## config.mk

```make
export PLATFORM = sky130hd
export DESIGN_NAME = acp_builder
export DESIGN_NICKNAME = d
export VERILOG_FILES = /design/src/rtl/acp_pkg.sv /design/src/rtl/acp_trigger.sv /design/src/rtl/acp_sequencer.sv /design/src/rtl/acp_formatter.sv /design/src/rtl/acp_builder.sv
export SDC_FILE = /design/constraint.sdc
export NUM_CORES = 1
export LEC_CHECK = 0
export ABC_AREA = 1
export BUFFER_PORTS_ARGS = -buffer_cell sky130_fd_sc_hd__buf_4
export CAP_MARGIN = 15
export CORE_UTILIZATION = 45
export CTS_BUF_LIST = sky130_fd_sc_hd__clkbuf_8
export CTS_CLUSTER_DIAMETER = 50
export DETAILED_ROUTE_END_ITERATION = 10
export HOLD_SLACK_MARGIN = 0.15
export PLACE_DENSITY = 0.73
export SLEW_MARGIN = 15
export SYNTH_ARGS = -nofsm -noshare
export SYNTH_HDL_FRONTEND = slang
export SYNTH_SLANG_ARGS = --single-unit
```

## constraint.sdc

```tcl
create_clock -name clk -period 3.4 [get_ports clk]
set_input_delay 0.34 -clock clk [delete_from_list [all_inputs] [get_ports clk]]
set_output_delay 0.34 -clock clk [all_outputs]
set_load 0.03 [all_outputs]
```

## src/rtl/acp_pkg.sv

```systemverilog
package acp_pkg;

    typedef enum logic {
        ST_IDLE,
        ST_SEND
    } acp_state_t;

    // Ancillary word from a 9-bit payload: top bit is the inverse of bit 8
    function automatic logic [9:0] acp_word(input logic [8:0] pay);
        return {~pay[8], pay};
    endfunction

    // Group identifier payloads (bits 8:0) for groups 1..4
    function automatic logic [8:0] acp_did_pay(input logic [1:0] grp);
        logic [8:0] p;
        unique case (grp)
            2'd0: p = 9'h1E3;
            2'd1: p = 9'h0E2;
            2'd2: p = 9'h0E1;
            2'd3: p = 9'h1E0;
        endcase
        return p;
    endfunction

endpackage

```

## src/rtl/acp_trigger.sv

```systemverilog
module acp_trigger #(
    parameter int LINE_W = 13
) (
    input  logic              clk,
    input  logic              rst_n,
    input  logic              en_i,
    input  logic              slot_i,
    input  logic              field_i,
    input  logic [LINE_W-1:0] line_i,
    input  logic [LINE_W-1:0] line_f1_i,
    input  logic [LINE_W-1:0] line_f2_i,
    input  logic              busy_i,
    output logic              start_o
);

    logic field_q;
    logic sent_q;
    logic field_chg;
    logic sent_eff;
    logic line_hit;

    assign field_chg = field_i != field_q;
    assign sent_eff  = sent_q & ~field_chg;
    assign line_hit  = line_i == (field_i ? line_f2_i : line_f1_i);
    assign start_o   = en_i & slot_i & line_hit & ~sent_eff & ~busy_i;

    always_ff @(posedge clk or negedge rst_n) begin
        if (!rst_n) begin
            field_q <= 1'b0;
            sent_q  <= 1'b0;
        end else begin
            field_q <= field_i;
            sent_q  <= start_o | sent_eff;
        end
    end

    AST_ONCE_PER_FIELD: assert property (@(posedge clk) disable iff (!rst_n)
        ($past(start_o) && $past(rst_n) && field_i == $past(field_i)) |-> !start_o);

endmodule

```

## src/rtl/acp_sequencer.sv

```systemverilog
module acp_sequencer
    import acp_pkg::*;
#(
    parameter int N_WORDS = 17,
    localparam int IDX_W  = $clog2(N_WORDS)
) (
    input  logic             clk,
    input  logic             rst_n,
    input  logic             start_i,
    output logic             valid_o,
    output logic [IDX_W-1:0] idx_o
);

    localparam logic [IDX_W-1:0] LAST = IDX_W'(N_WORDS - 1);

    acp_state_t       state_q, state_d;
    logic [IDX_W-1:0] idx_q, idx_d;

    always_ff @(posedge clk or negedge rst_n) begin
        if (!rst_n) begin
            state_q <= ST_IDLE;
            idx_q   <= '0;
        end else begin
            state_q <= state_d;
            idx_q   <= idx_d;
        end
    end

    always_comb begin
        state_d = state_q;
        idx_d   = idx_q;
        unique case (state_q)
            ST_IDLE: begin
                if (start_i) begin          // ACCEPT
                    state_d = ST_SEND;
                    idx_d   = '0;
                end
            end
            ST_SEND: begin
                if (idx_q == LAST) begin    // DONE
                    state_d = ST_IDLE;
                    idx_d   = '0;
                end else begin              // STEP
                    idx_d = idx_q + 1'b1;
                end
            end
        endcase
    end

    always_comb begin
        valid_o = state_q == ST_SEND;
        idx_o   = idx_q;
    end

    AST_RUN_CONTIGUOUS: assert property (@(posedge clk) disable iff (!rst_n)
        (valid_o && idx_o != LAST) |=> (valid_o && idx_o == $past(idx_o) + 1'b1));
    AST_RUN_ENDS: assert property (@(posedge clk) disable iff (!rst_n)
        (valid_o && idx_o == LAST) |=> !valid_o);

endmodule

```

## src/rtl/acp_formatter.sv

```systemverilog
module acp_formatter
    import acp_pkg::*;
#(
    parameter int DELAY_W = 26,
    parameter int RSV_W   = 18,
    parameter int ACT_W   = 4,
    parameter int PAY_W   = 9,
    parameter int IDX_W   = 5
) (
    input  logic               clk,
    input  logic               rst_n,
    input  logic               capture_i,
    input  logic [1:0]         grp_i,
    input  logic               async_i,
    input  logic [ACT_W-1:0]   act_i,
    input  logic [DELAY_W-1:0] d12_i,
    input  logic [DELAY_W-1:0] d34_i,
    input  logic [RSV_W-1:0]   rsv_i,
    input  logic               valid_i,
    input  logic [IDX_W-1:0]   idx_i,
    output logic [9:0]         word_o
);

    localparam int DEL_WORDS = (DELAY_W + PAY_W - 1) / PAY_W;
    localparam int RSV_WORDS = (RSV_W + PAY_W - 1) / PAY_W;
    localparam int UDW       = 2 + 2 * DEL_WORDS + RSV_WORDS;
    localparam int IDX_DID   = 3;
    localparam int IDX_DBN   = 4;
    localparam int IDX_DC    = 5;
    localparam int IDX_RATE  = 6;
    localparam int IDX_ACT   = 7;
    localparam int IDX_D12   = 8;
    localparam int IDX_D34   = IDX_D12 + DEL_WORDS;
    localparam int IDX_RSV   = IDX_D34 + DEL_WORDS;
    localparam int IDX_CS    = IDX_RSV + RSV_WORDS;
    localparam logic [7:0] UDW8   = 8'(UDW);
    localparam logic [8:0] DC_PAY = {^UDW8, UDW8};

    logic [1:0]         snap_grp;
    logic               snap_async;
    logic [ACT_W-1:0]   snap_act;
    logic [DELAY_W-1:0] snap_d12;
    logic [DELAY_W-1:0] snap_d34;
    logic [RSV_W-1:0]   snap_rsv;
    logic [8:0]         csum_q;

    logic [DEL_WORDS*PAY_W-1:0] d12_pad, d34_pad;
    logic [RSV_WORDS*PAY_W-1:0] rsv_pad;
    logic [PAY_W-1:0] d12_chunk [DEL_WORDS];
    logic [PAY_W-1:0] d34_chunk [DEL_WORDS];
    logic [PAY_W-1:0] rsv_chunk [RSV_WORDS];

    assign d12_pad = (DEL_WORDS*PAY_W)'(snap_d12);
    assign d34_pad = (DEL_WORDS*PAY_W)'(snap_d34);
    assign rsv_pad = (RSV_WORDS*PAY_W)'(snap_rsv);

    for (genvar g = 0; g < DEL_WORDS; g++) begin : g_del
        assign d12_chunk[g] = d12_pad[g*PAY_W +: PAY_W];
        assign d34_chunk[g] = d34_pad[g*PAY_W +: PAY_W];
    end
    for (genvar g = 0; g < RSV_WORDS; g++) begin : g_rsv
        assign rsv_chunk[g] = rsv_pad[g*PAY_W +: PAY_W];
    end

    // Configuration snapshot, taken when a packet is accepted
    always_ff @(posedge clk or negedge rst_n) begin
        if (!rst_n) begin
            snap_grp   <= '0;
            snap_async <= 1'b0;
            snap_act   <= '0;
            snap_d12   <= '0;
            snap_d34   <= '0;
            snap_rsv   <= '0;
        end else if (capture_i) begin
            snap_grp   <= grp_i;
            snap_async <= async_i;
            snap_act   <= act_i;
            snap_d12   <= d12_i;
            snap_d34   <= d34_i;
            snap_rsv   <= rsv_i;
        end
    end

    logic [8:0] pay;
    logic       in_sum;
    int         idx;

    always_comb begin
        idx    = int'(idx_i);
        pay    = '0;
        in_sum = valid_i && idx >= IDX_DID && idx < IDX_CS;
        if (idx == IDX_DID)       pay = acp_did_pay(snap_grp);
        else if (idx == IDX_DBN)  pay = 9'h000;
        else if (idx == IDX_DC)   pay = DC_PAY;
        else if (idx == IDX_RATE) pay = 9'(snap_async);
        else if (idx == IDX_ACT)  pay = 9'(snap_act);
        else if (idx == IDX_CS)   pay = csum_q;
        for (int k = 0; k < DEL_WORDS; k++) begin
            if (idx == IDX_D12 + k) pay = 9'(d12_chunk[k]);
            if (idx == IDX_D34 + k) pay = 9'(d34_chunk[k]);
        end
        for (int k = 0; k < RSV_WORDS; k++) begin
            if (idx == IDX_RSV + k) pay = 9'(rsv_chunk[k]);
        end
    end

    always_comb begin
        if (!valid_i)                word_o = 10'h000;
        else if (idx == 0)           word_o = 10'h000;
        else if (idx < IDX_DID)      word_o = 10'h3FF;
        else                         word_o = acp_word(pay);
    end

    always_ff @(posedge clk or negedge rst_n) begin
        if (!rst_n)        csum_q <= '0;
        else if (capture_i) csum_q <= '0;
        else if (in_sum)   csum_q <= csum_q + word_o[8:0];
    end

    AST_WORD_PARITY: assert property (@(posedge clk) disable iff (!rst_n)
        (valid_i && idx >= IDX_DID) |-> (word_o[9] == ~word_o[8]));
    AST_SNAPSHOT_HOLD: assert property (@(posedge clk) disable iff (!rst_n)
        (valid_i && $past(valid_i) && !capture_i) |-> ($stable(snap_d12) && $stable(snap_grp)));

endmodule

```

## src/rtl/acp_builder.sv

```systemverilog
module acp_builder #(
    parameter int LINE_W  = 13,
    parameter int DELAY_W = 26,
    parameter int RSV_W   = 18,
    parameter int ACT_W   = 4,
    parameter int PAY_W   = 9
) (
    input  logic               clk,
    input  logic               rst_n,
    input  logic               acp_en_i,
    input  logic [1:0]         grp_sel_i,
    input  logic               async_i,
    input  logic [ACT_W-1:0]   act_i,
    input  logic [DELAY_W-1:0] delay12_i,
    input  logic [DELAY_W-1:0] delay34_i,
    input  logic [RSV_W-1:0]   rsv_i,
    input  logic [LINE_W-1:0]  line_f1_i,
    input  logic [LINE_W-1:0]  line_f2_i,
    input  logic [LINE_W-1:0]  line_i,
    input  logic               field_i,
    input  logic               slot_i,
    output logic [9:0]         anc_word_o,
    output logic               anc_valid_o
);

    localparam int DEL_WORDS = (DELAY_W + PAY_W - 1) / PAY_W;
    localparam int RSV_WORDS = (RSV_W + PAY_W - 1) / PAY_W;
    localparam int N_WORDS   = 3 + 3 + 2 + 2 * DEL_WORDS + RSV_WORDS + 1;
    localparam int IDX_W     = $clog2(N_WORDS);

    logic             start;
    logic             valid;
    logic [IDX_W-1:0] idx;

    acp_trigger #(.LINE_W(LINE_W)) u_trigger (
        .clk       (clk),
        .rst_n     (rst_n),
        .en_i      (acp_en_i),
        .slot_i    (slot_i),
        .field_i   (field_i),
        .line_i    (line_i),
        .line_f1_i (line_f1_i),
        .line_f2_i (line_f2_i),
        .busy_i    (valid),
        .start_o   (start)
    );

    acp_sequencer #(.N_WORDS(N_WORDS)) u_seq (
        .clk     (clk),
        .rst_n   (rst_n),
        .start_i (start),
        .valid_o (valid),
        .idx_o   (idx)
    );

    acp_formatter #(
        .DELAY_W (DELAY_W),
        .RSV_W   (RSV_W),
        .ACT_W   (ACT_W),
        .PAY_W   (PAY_W),
        .IDX_W   (IDX_W)
    ) u_fmt (
        .clk       (clk),
        .rst_n     (rst_n),
        .capture_i (start),
        .grp_i     (grp_sel_i),
        .async_i   (async_i),
        .act_i     (act_i),
        .d12_i     (delay12_i),
        .d34_i     (delay34_i),
        .rsv_i     (rsv_i),
        .valid_i   (valid),
        .idx_i     (idx),
        .word_o    (anc_word_o)
    );

    assign anc_valid_o = valid;

    AST_START_GATED: assert property (@(posedge clk) disable iff (!rst_n)
        $rose(anc_valid_o) |-> $past(acp_en_i && slot_i));
    AST_LINE_MATCH: assert property (@(posedge clk) disable iff (!rst_n)
        $rose(anc_valid_o) |-> ($past(line_i) == ($past(field_i) ? $past(line_f2_i) : $past(line_f1_i))));
    AST_FIRST_WORD: assert property (@(posedge clk) disable iff (!rst_n)
        $rose(anc_valid_o) |-> anc_word_o == 10'h000);

endmodule

```

After elaboration in Yosys (flattened, before gate mapping)
Cells that the tools add are included.

operators by class
  add/subtract/negate cells = 2
  magnitude comparators = 3
  equality and inequality tests = 21
  multiplexer cells = 27
  bitwise logic cells = 10
  reductions and logical operators = 5

operators with widths
  cell                                                                                 count
  9-bit two-way mux                                                                    16
  5-bit equality test, second input constant                                           10
  9-bit one-hot mux with 4 select lines                                                1
  32-bit logical NOT                                                                   1
  10-bit two-way mux                                                                   3
  5-bit by 4-bit equality test with 1-bit output, second input constant                4
  13-bit equality test                                                                 1
  13-bit two-way mux                                                                   1
  5-bit two-way mux                                                                    2
  5-bit one-hot mux with 2 select lines                                                1
  9-bit adder                                                                          1
  5-bit by 1-bit adder with 5-bit output, second input constant                        1
  1-bit AND                                                                            5
  5-bit by 3-bit equality test with 1-bit output, second input constant                1
  5-bit by 2-bit greater-or-equal comparator with 1-bit output, second input constant  1
  5-bit by 2-bit less-than comparator with 1-bit output, second input constant         1
  5-bit less-than comparator, second input constant                                    1
  2-bit equality test, second input constant                                           2
  1-bit NOT                                                                            4
  2-bit by 1-bit equality test with 1-bit output, second input constant                1
  1-bit logical AND                                                                    2
  2-bit logical NOT                                                                    1
  1-bit two-way mux                                                                    2
  2-bit != test, second input constant                                                 1
  other kinds (4)                                                                      4

storage, ports and cells
  register bits after elaboration = 94
  input port bits = 121
  output and inout bits = 11
  word-level logic and storage cells = 79

Logic depth before layout (Yosys ltp)
  word-level depth = 22
  gate-level depth with buffers = 29
  mapped depth without buffers = 29

Cells and area by module
A second synthesis with hierarchy kept.

unflattened totals
  cell total of the unflattened synthesis = 774
  area total of the unflattened synthesis = 5,517.8 µm²

modules (own cells, without submodules)
  module         instances  cells an instance  area each (µm²)  sequential area each (µm²)
  acp_formatter  1          609                4,589.4          2,152.1
  acp_trigger    1          127                598.1            50.0
  acp_sequencer  1          38                 330.3            150.1

Least setup slack after synthesis
No wires, ideal clock.

  path kind = register to register
  from = register u_seq.idx_q[0], in the netlist u_seq.idx_o[0]
  to = register u_fmt.csum_q[7]
  library setup time = 123 ps
  arrival time = 3,387 ps
  required time = 3,277 ps
  slack = -110 ps
  stages on the path, launching flop included = 27
  buffers on the path = 0
  clock period less this slack = 3,510 ps
  cell sequence = dfrtp_1 inv_1 ha_1 nand2_1 nor2_4 inv_1 o21ai_0 inv_1 nand2_1 nand2_1 nand2_1 nand2_1 nand2_1 nand2_1 nand2_1 nand2_1 a21oi_1 ha_1 nand3_1 nand2_1 nand2_1 nand2_1 a21oi_1 o21ai_0 a21o_1 o21ai_0 nand2_1

between the ends
  word-level cells in the longest chain between the ends = 21
  elaborated cells between the ends (all ways) = 41
  classes of those cells = 1 x add/sub; 3 x order compare; 14 x eq/ne; 19 x mux; 4 x reduce/logical

RTL lines
  what                            line                  RTL
  start, declared                 acp_sequencer.sv:17   logic [IDX_W-1:0] idx_q, idx_d;
  start signal, assigned          acp_sequencer.sv:25   idx_q <= idx_d;
  5-bit equality test             acp_formatter.sv:97   else if (idx == IDX_CS) pay = csum_q;
  9-bit two-way mux               acp_formatter.sv:97
  9-bit two-way mux               acp_formatter.sv:96   else if (idx == IDX_ACT) pay = 9'(snap_act);
  9-bit two-way mux               acp_formatter.sv:95   else if (idx == IDX_RATE) pay = 9'(snap_async);
  9-bit two-way mux               acp_formatter.sv:94   else if (idx == IDX_DC) pay = DC_PAY;
  9-bit two-way mux               acp_formatter.sv:93   else if (idx == IDX_DBN) pay = 9'h000;
  9-bit two-way mux               acp_formatter.sv:92   if (idx == IDX_DID) pay = acp_did_pay(snap_grp);
  9-bit two-way mux               acp_formatter.sv:99   if (idx == IDX_D12 + k) pay = 9'(d12_chunk[k]);
  [5 not listed]                  -
  9-bit two-way mux (2 in a row)  acp_formatter.sv:103  if (idx == IDX_RSV + k) pay = 9'(rsv_chunk[k]);
  10-bit two-way mux              acp_formatter.sv:110  else if (idx < IDX_DID) word_o = 10'h3FF;
  10-bit two-way mux (*)          acp_formatter.sv:109  else if (idx == 0) word_o = 10'h000;
  10-bit two-way mux (*)          acp_formatter.sv:108  if (!valid_i) word_o = 10'h000;
  net anc_word_o[1]               acp_builder.sv:22     output logic [9:0] anc_word_o,
  9-bit adder (*)                 acp_formatter.sv:117  else if (in_sum) csum_q <= csum_q + word_o[8:0];
  9-bit two-way mux (*)           acp_formatter.sv:117
  9-bit two-way mux (*)           acp_formatter.sv:116  else if (capture_i) csum_q <= '0;
  end signal, assigned            acp_formatter.sv:117
  end, declared                   acp_formatter.sv:45   logic [8:0] csum_q;

Mark *: on every way through the listed nets, which the timed path passes. The rest lies on a longest branch. The select of a mux whose other input is x is not followed.
A chain may end at the register's enable or synchronous reset.

Worst setup path after layout
  from = register u_seq.idx_q[1], in the netlist u_seq.idx_o[1]
  to = register u_fmt.csum_q[5]

between the ends
  word-level cells in the longest chain between the ends = 21
  elaborated cells between the ends (all ways) = 41
  classes of those cells = 1 x add/sub; 3 x order compare; 14 x eq/ne; 19 x mux; 4 x reduce/logical

RTL lines
  what                            line                  RTL
  5-bit equality test             acp_formatter.sv:97
  9-bit two-way mux               acp_formatter.sv:97
  9-bit two-way mux               acp_formatter.sv:96
  9-bit two-way mux               acp_formatter.sv:95
  9-bit two-way mux               acp_formatter.sv:94
  9-bit two-way mux               acp_formatter.sv:93
  9-bit two-way mux               acp_formatter.sv:92
  9-bit two-way mux               acp_formatter.sv:99
  [4 not listed]                  -
  9-bit two-way mux               acp_formatter.sv:100  if (idx == IDX_D34 + k) pay = 9'(d34_chunk[k]);
  9-bit two-way mux (2 in a row)  acp_formatter.sv:103
  10-bit two-way mux              acp_formatter.sv:110
  10-bit two-way mux              acp_formatter.sv:109
  10-bit two-way mux              acp_formatter.sv:108
  9-bit adder                     acp_formatter.sv:117
  9-bit two-way mux               acp_formatter.sv:117
  9-bit two-way mux               acp_formatter.sv:116

Parallel ways exist; a longest one is shown, timed or not. The select of a mux whose other input is x is not followed.

==> summary.md <==
| Metric | Value |
|---|---|
| DP Worst Slack | `-0.0623 ns` |
| Grt ovf | `0` |
| Root Driver | `clkbuf_8` |
| Die area | `13,900 um^2` |
| Static Leak | `0.00421 uW` |
| Max IR drop VDD | `0.000239 V` |
| CP Class | `reg -> reg` |
| Die H | `118 um` |
| Cell area after synthesis | `6030 um^2` |
| R2r setup slk | `0.03 ns` |
| Die X | `118 um` |
| Sequential-to-total area share from yosys stat | `39.0%` |
| Worst Slack Setup Final | `0.0345 ns` |
| Final Skew | `0.0114 ns` |
| #FFs+latches synth | `94` |
| Worst Hold Class | `in -> reg` |
| Power density cells | `283 nW/um^2` |
| Tcrit/Tclk final | `99.0%` |
| Fillers | `1,177` |
| Post-DR wirelength/cell | `13.1 um` |
| CTS tree | `yes` |
| Largest cells by area after synthesis | `dfrtp_1 (39%), nand2_1 (17%), o21ai_2 (10%)` |
| I/O pin count | `132` |
| H-Tree Depth | `3` |
| RSZ-0062 raised after global routing | `yes` |
| Hpwl dp | `11,200 um` |
| Worst endpoint data arrival time | `3.61 ns` |
| FF+latch area | `2350 um^2` |
| IO buf count | `131` |
| Routed Wire Length | `14,800 um` |
| Crit. End Element | `register` |
| Final Critical Period | `3.37 ns` |
| Ys async rst share | `100%` |
| Number of diodes | `0` |
| Syn_nets | `945` |
| Final setup vio count | `0` |
| Clock Path Buffers | `2` |
| Vias/cell | `4.77` |
| First-pass GRT wire length | `23,700 um` |
| Total of warnings raised by yosys | `0` |
| Critical path required time | `3.64 ns` |
| Crit path max fanout | `5` |
| Yosys cell types | `36` |
| Max-cap violations | `0` |
| CTS Buf Count | `9` |
| Vias | `5,415` |
| Initial antenna violation count | `0` |
| Antenna-violating nets left | `0` |
| Syn avg cell area | `7.47 um^2` |
| Core Area | `12,800 um^2` |
| Clock-pin transition on the worst setup and hold timing paths | `0.09 ns` |
| Initial Util | `47.0%` |
| Slew Limit Fails | `0` |
| Vias in the first global route | `4,954` |
| Most frequent cell after synthesis | `nand2_1` |
| Post-layout nets | `1,097` |
| Residual DRC | `0` |
| Area Overhead vs Synth | `27.3%` |
| Yosys top cell area share | `39.0%` |
| Yosys top cell by area | `dfrtp_1` |
| Worst slew margin | `61.6%` |
| GPL Wtd Cong | `0.909` |
| Fmax | `297 MHz` |
| Fin. Hold Viols | `0` |
| Critical path launch point type | `register` |
| # rows | `41` |
| Primary FF master, synth | `dfrtp_1` |
| Cells after synthesis | `807` |
| Post-synth EDFFs | `0` |
| Area post-placement | `7170 um^2` |
| TritonRoute pass-1 iters | `5` |
| All-layer global routing usage | `21.5%` |
| Measured slew at the worst slew-check pin | `0.575 ns` |
| Status | `finished clean` |
| Worst-Skew Late Latency | `0.36 ns` |
| Share of layout cells above drive strength 1 | `32.3%` |
| Clk sinks | `94` |
| Iter 0 DRT Violations | `321` |
| List of most frequent post-synthesis cells | `nand2_1 (267), inv_1 (148), dfrtp_1 (94)` |
| Final TNS setup | `0 ns` |
| Final instance area | `7680 um^2` |
| Largest net degree at the start of global routing | `67` |
| Multi-input gate area | `3010 um^2` |
==> stage by stage <==
step / total power [uW] / hold slack [ns] / util [%] / instances
after floorplan: 1220 / 0.0444 / - / 807
after global placement: 1360 / 0.329 / 55.9 / 1106
after detailed placement: 1360 / 0.325 / 55.9 / 1106
after CTS: 2180 / 0.200 / 58.1 / 1124
after global routing: 2260 / 0.193 / 59.9 / 1135
final: 2170 / 0.211 / 59.9 / 1135
==> state kept, by name (all words and copies together), names as in the netlist, 2 cells and up <==
signal          count
u_seq.idx_o         5
u_fmt.snap_d12     26
u_fmt.snap_grp      2
u_fmt.csum_q        9
u_fmt.snap_d34     26
u_fmt.snap_act      4
u_fmt.rsv_pad      18
==> routing by layer <==
metal / vias to the layer above / GRT usage, % / routed length (um)
met5: - / 0 / 0
met4: 0 / 6.57 / 258
met3: 20 / 3.92 / 748
met2: 161 / 35.7 / 7080
met1: 2447 / 28.4 / 6730
li1: 2787 / - / -
==> critical path, cell delays in order, from the launching register on <==
cell and delay [ns]:
dfrtp_1 0.43, ha_2 0.22, inv_2 0.07, nor2_4 0.22, nand2_4 0.10, or2_2 0.28
nand3_1 0.13, nand4_1 0.10, nand2_1 0.07, nand2_1 0.09, a21oi_2 0.20, nor2_4 0.06
ha_4 0.28, a21oi_1 0.13, nand2_1 0.09, nand2_1 0.09, nand2_1 0.07, a21oi_2 0.19
buf_4 0.13, buf_4 0.09, xor2_1 0.13, a21oi_1 0.08
==> where the power goes <==
group	total, uW	internal [uW]	switching, uW
clock	826	448	378
combinational	219	121	98.0
sequential	1120	1120	3.05
==> cells by family after synthesis <==
family                   count (synthesis)  share of synthesized area (%)
buffers and inverters                  183                           13.9
multiplexers                             1                          0.166
XOR/XNOR                                14                           2.03
AND/OR/NAND/NOR                        341                           23.1
adder cells (fa/ha/maj)                 17                           3.65
AO/OA/AOI/OAI                          157                           18.1
flip-flops                              94                           39.0
==> timing repair <==
| action | 4_1_cts | 5_1_grt |
|---|---|---|
| hold endpoints to repair | 32 | 0 |
| hold buffers | 1 | 0 |
| buffers inserted | 2 | 11 |
| gates resized for setup | 10 | 41 |
| setup endpoints to repair | 3 | 7 |
| pin swaps | 1 | 19 |
==> final timing paths <==
kind,from,end,cells past startpoint
worst min-delay path,field_i,u_trigger.field_q,1
worst min register to register,u_fmt.rsv_pad[17],u_fmt.rsv_pad[17],2
worst max-delay path,u_seq.idx_o[1],u_fmt.csum_q[5],21
max in group asynchronous,rst_n,u_fmt.snap_d34[23],3
min in group asynchronous,rst_n,u_fmt.snap_d12[8],2
worst max register to register,u_seq.idx_o[1],u_fmt.csum_q[5],21
==> placed cells by master (no fill, tap or decap), types with 3 or more instances in the layout <==
| cell type | instances |
|---|---|
| ha_1 | 10 |
| o21ai_2 | 73 |
| nor2_1 | 23 |
| o21ai_0 | 38 |
| nand2_2 | 10 |
| nand2_1 | 258 |
| or2_2 | 3 |
| buf_4 | 164 |
| a21oi_1 | 15 |
| inv_1 | 142 |
| clkbuf_8 | 11 |
| nor2_4 | 7 |
| o21ai_1 | 12 |
| nand3_1 | 23 |
| xnor2_1 | 9 |
| inv_2 | 14 |
| o21bai_1 | 5 |
| ha_4 | 4 |
| dfrtp_1 | 94 |
| a21oi_2 | 4 |
| o22ai_1 | 3 |
| nand4_1 | 7 |
| xor2_1 | 5 |
==> final cells by class <==
type                            count  area share (%)
Clock inverter                      4           0.929
Sequential cell                    94            30.6
Tap cell                          172            2.80
Inverter                          156            7.66
Timing Repair Buffer              168            16.7
Clock buffer                       11            1.97
Multi-Input combinational cell    530            39.3
No activity file was read; power rests on OpenSTA's default activity.
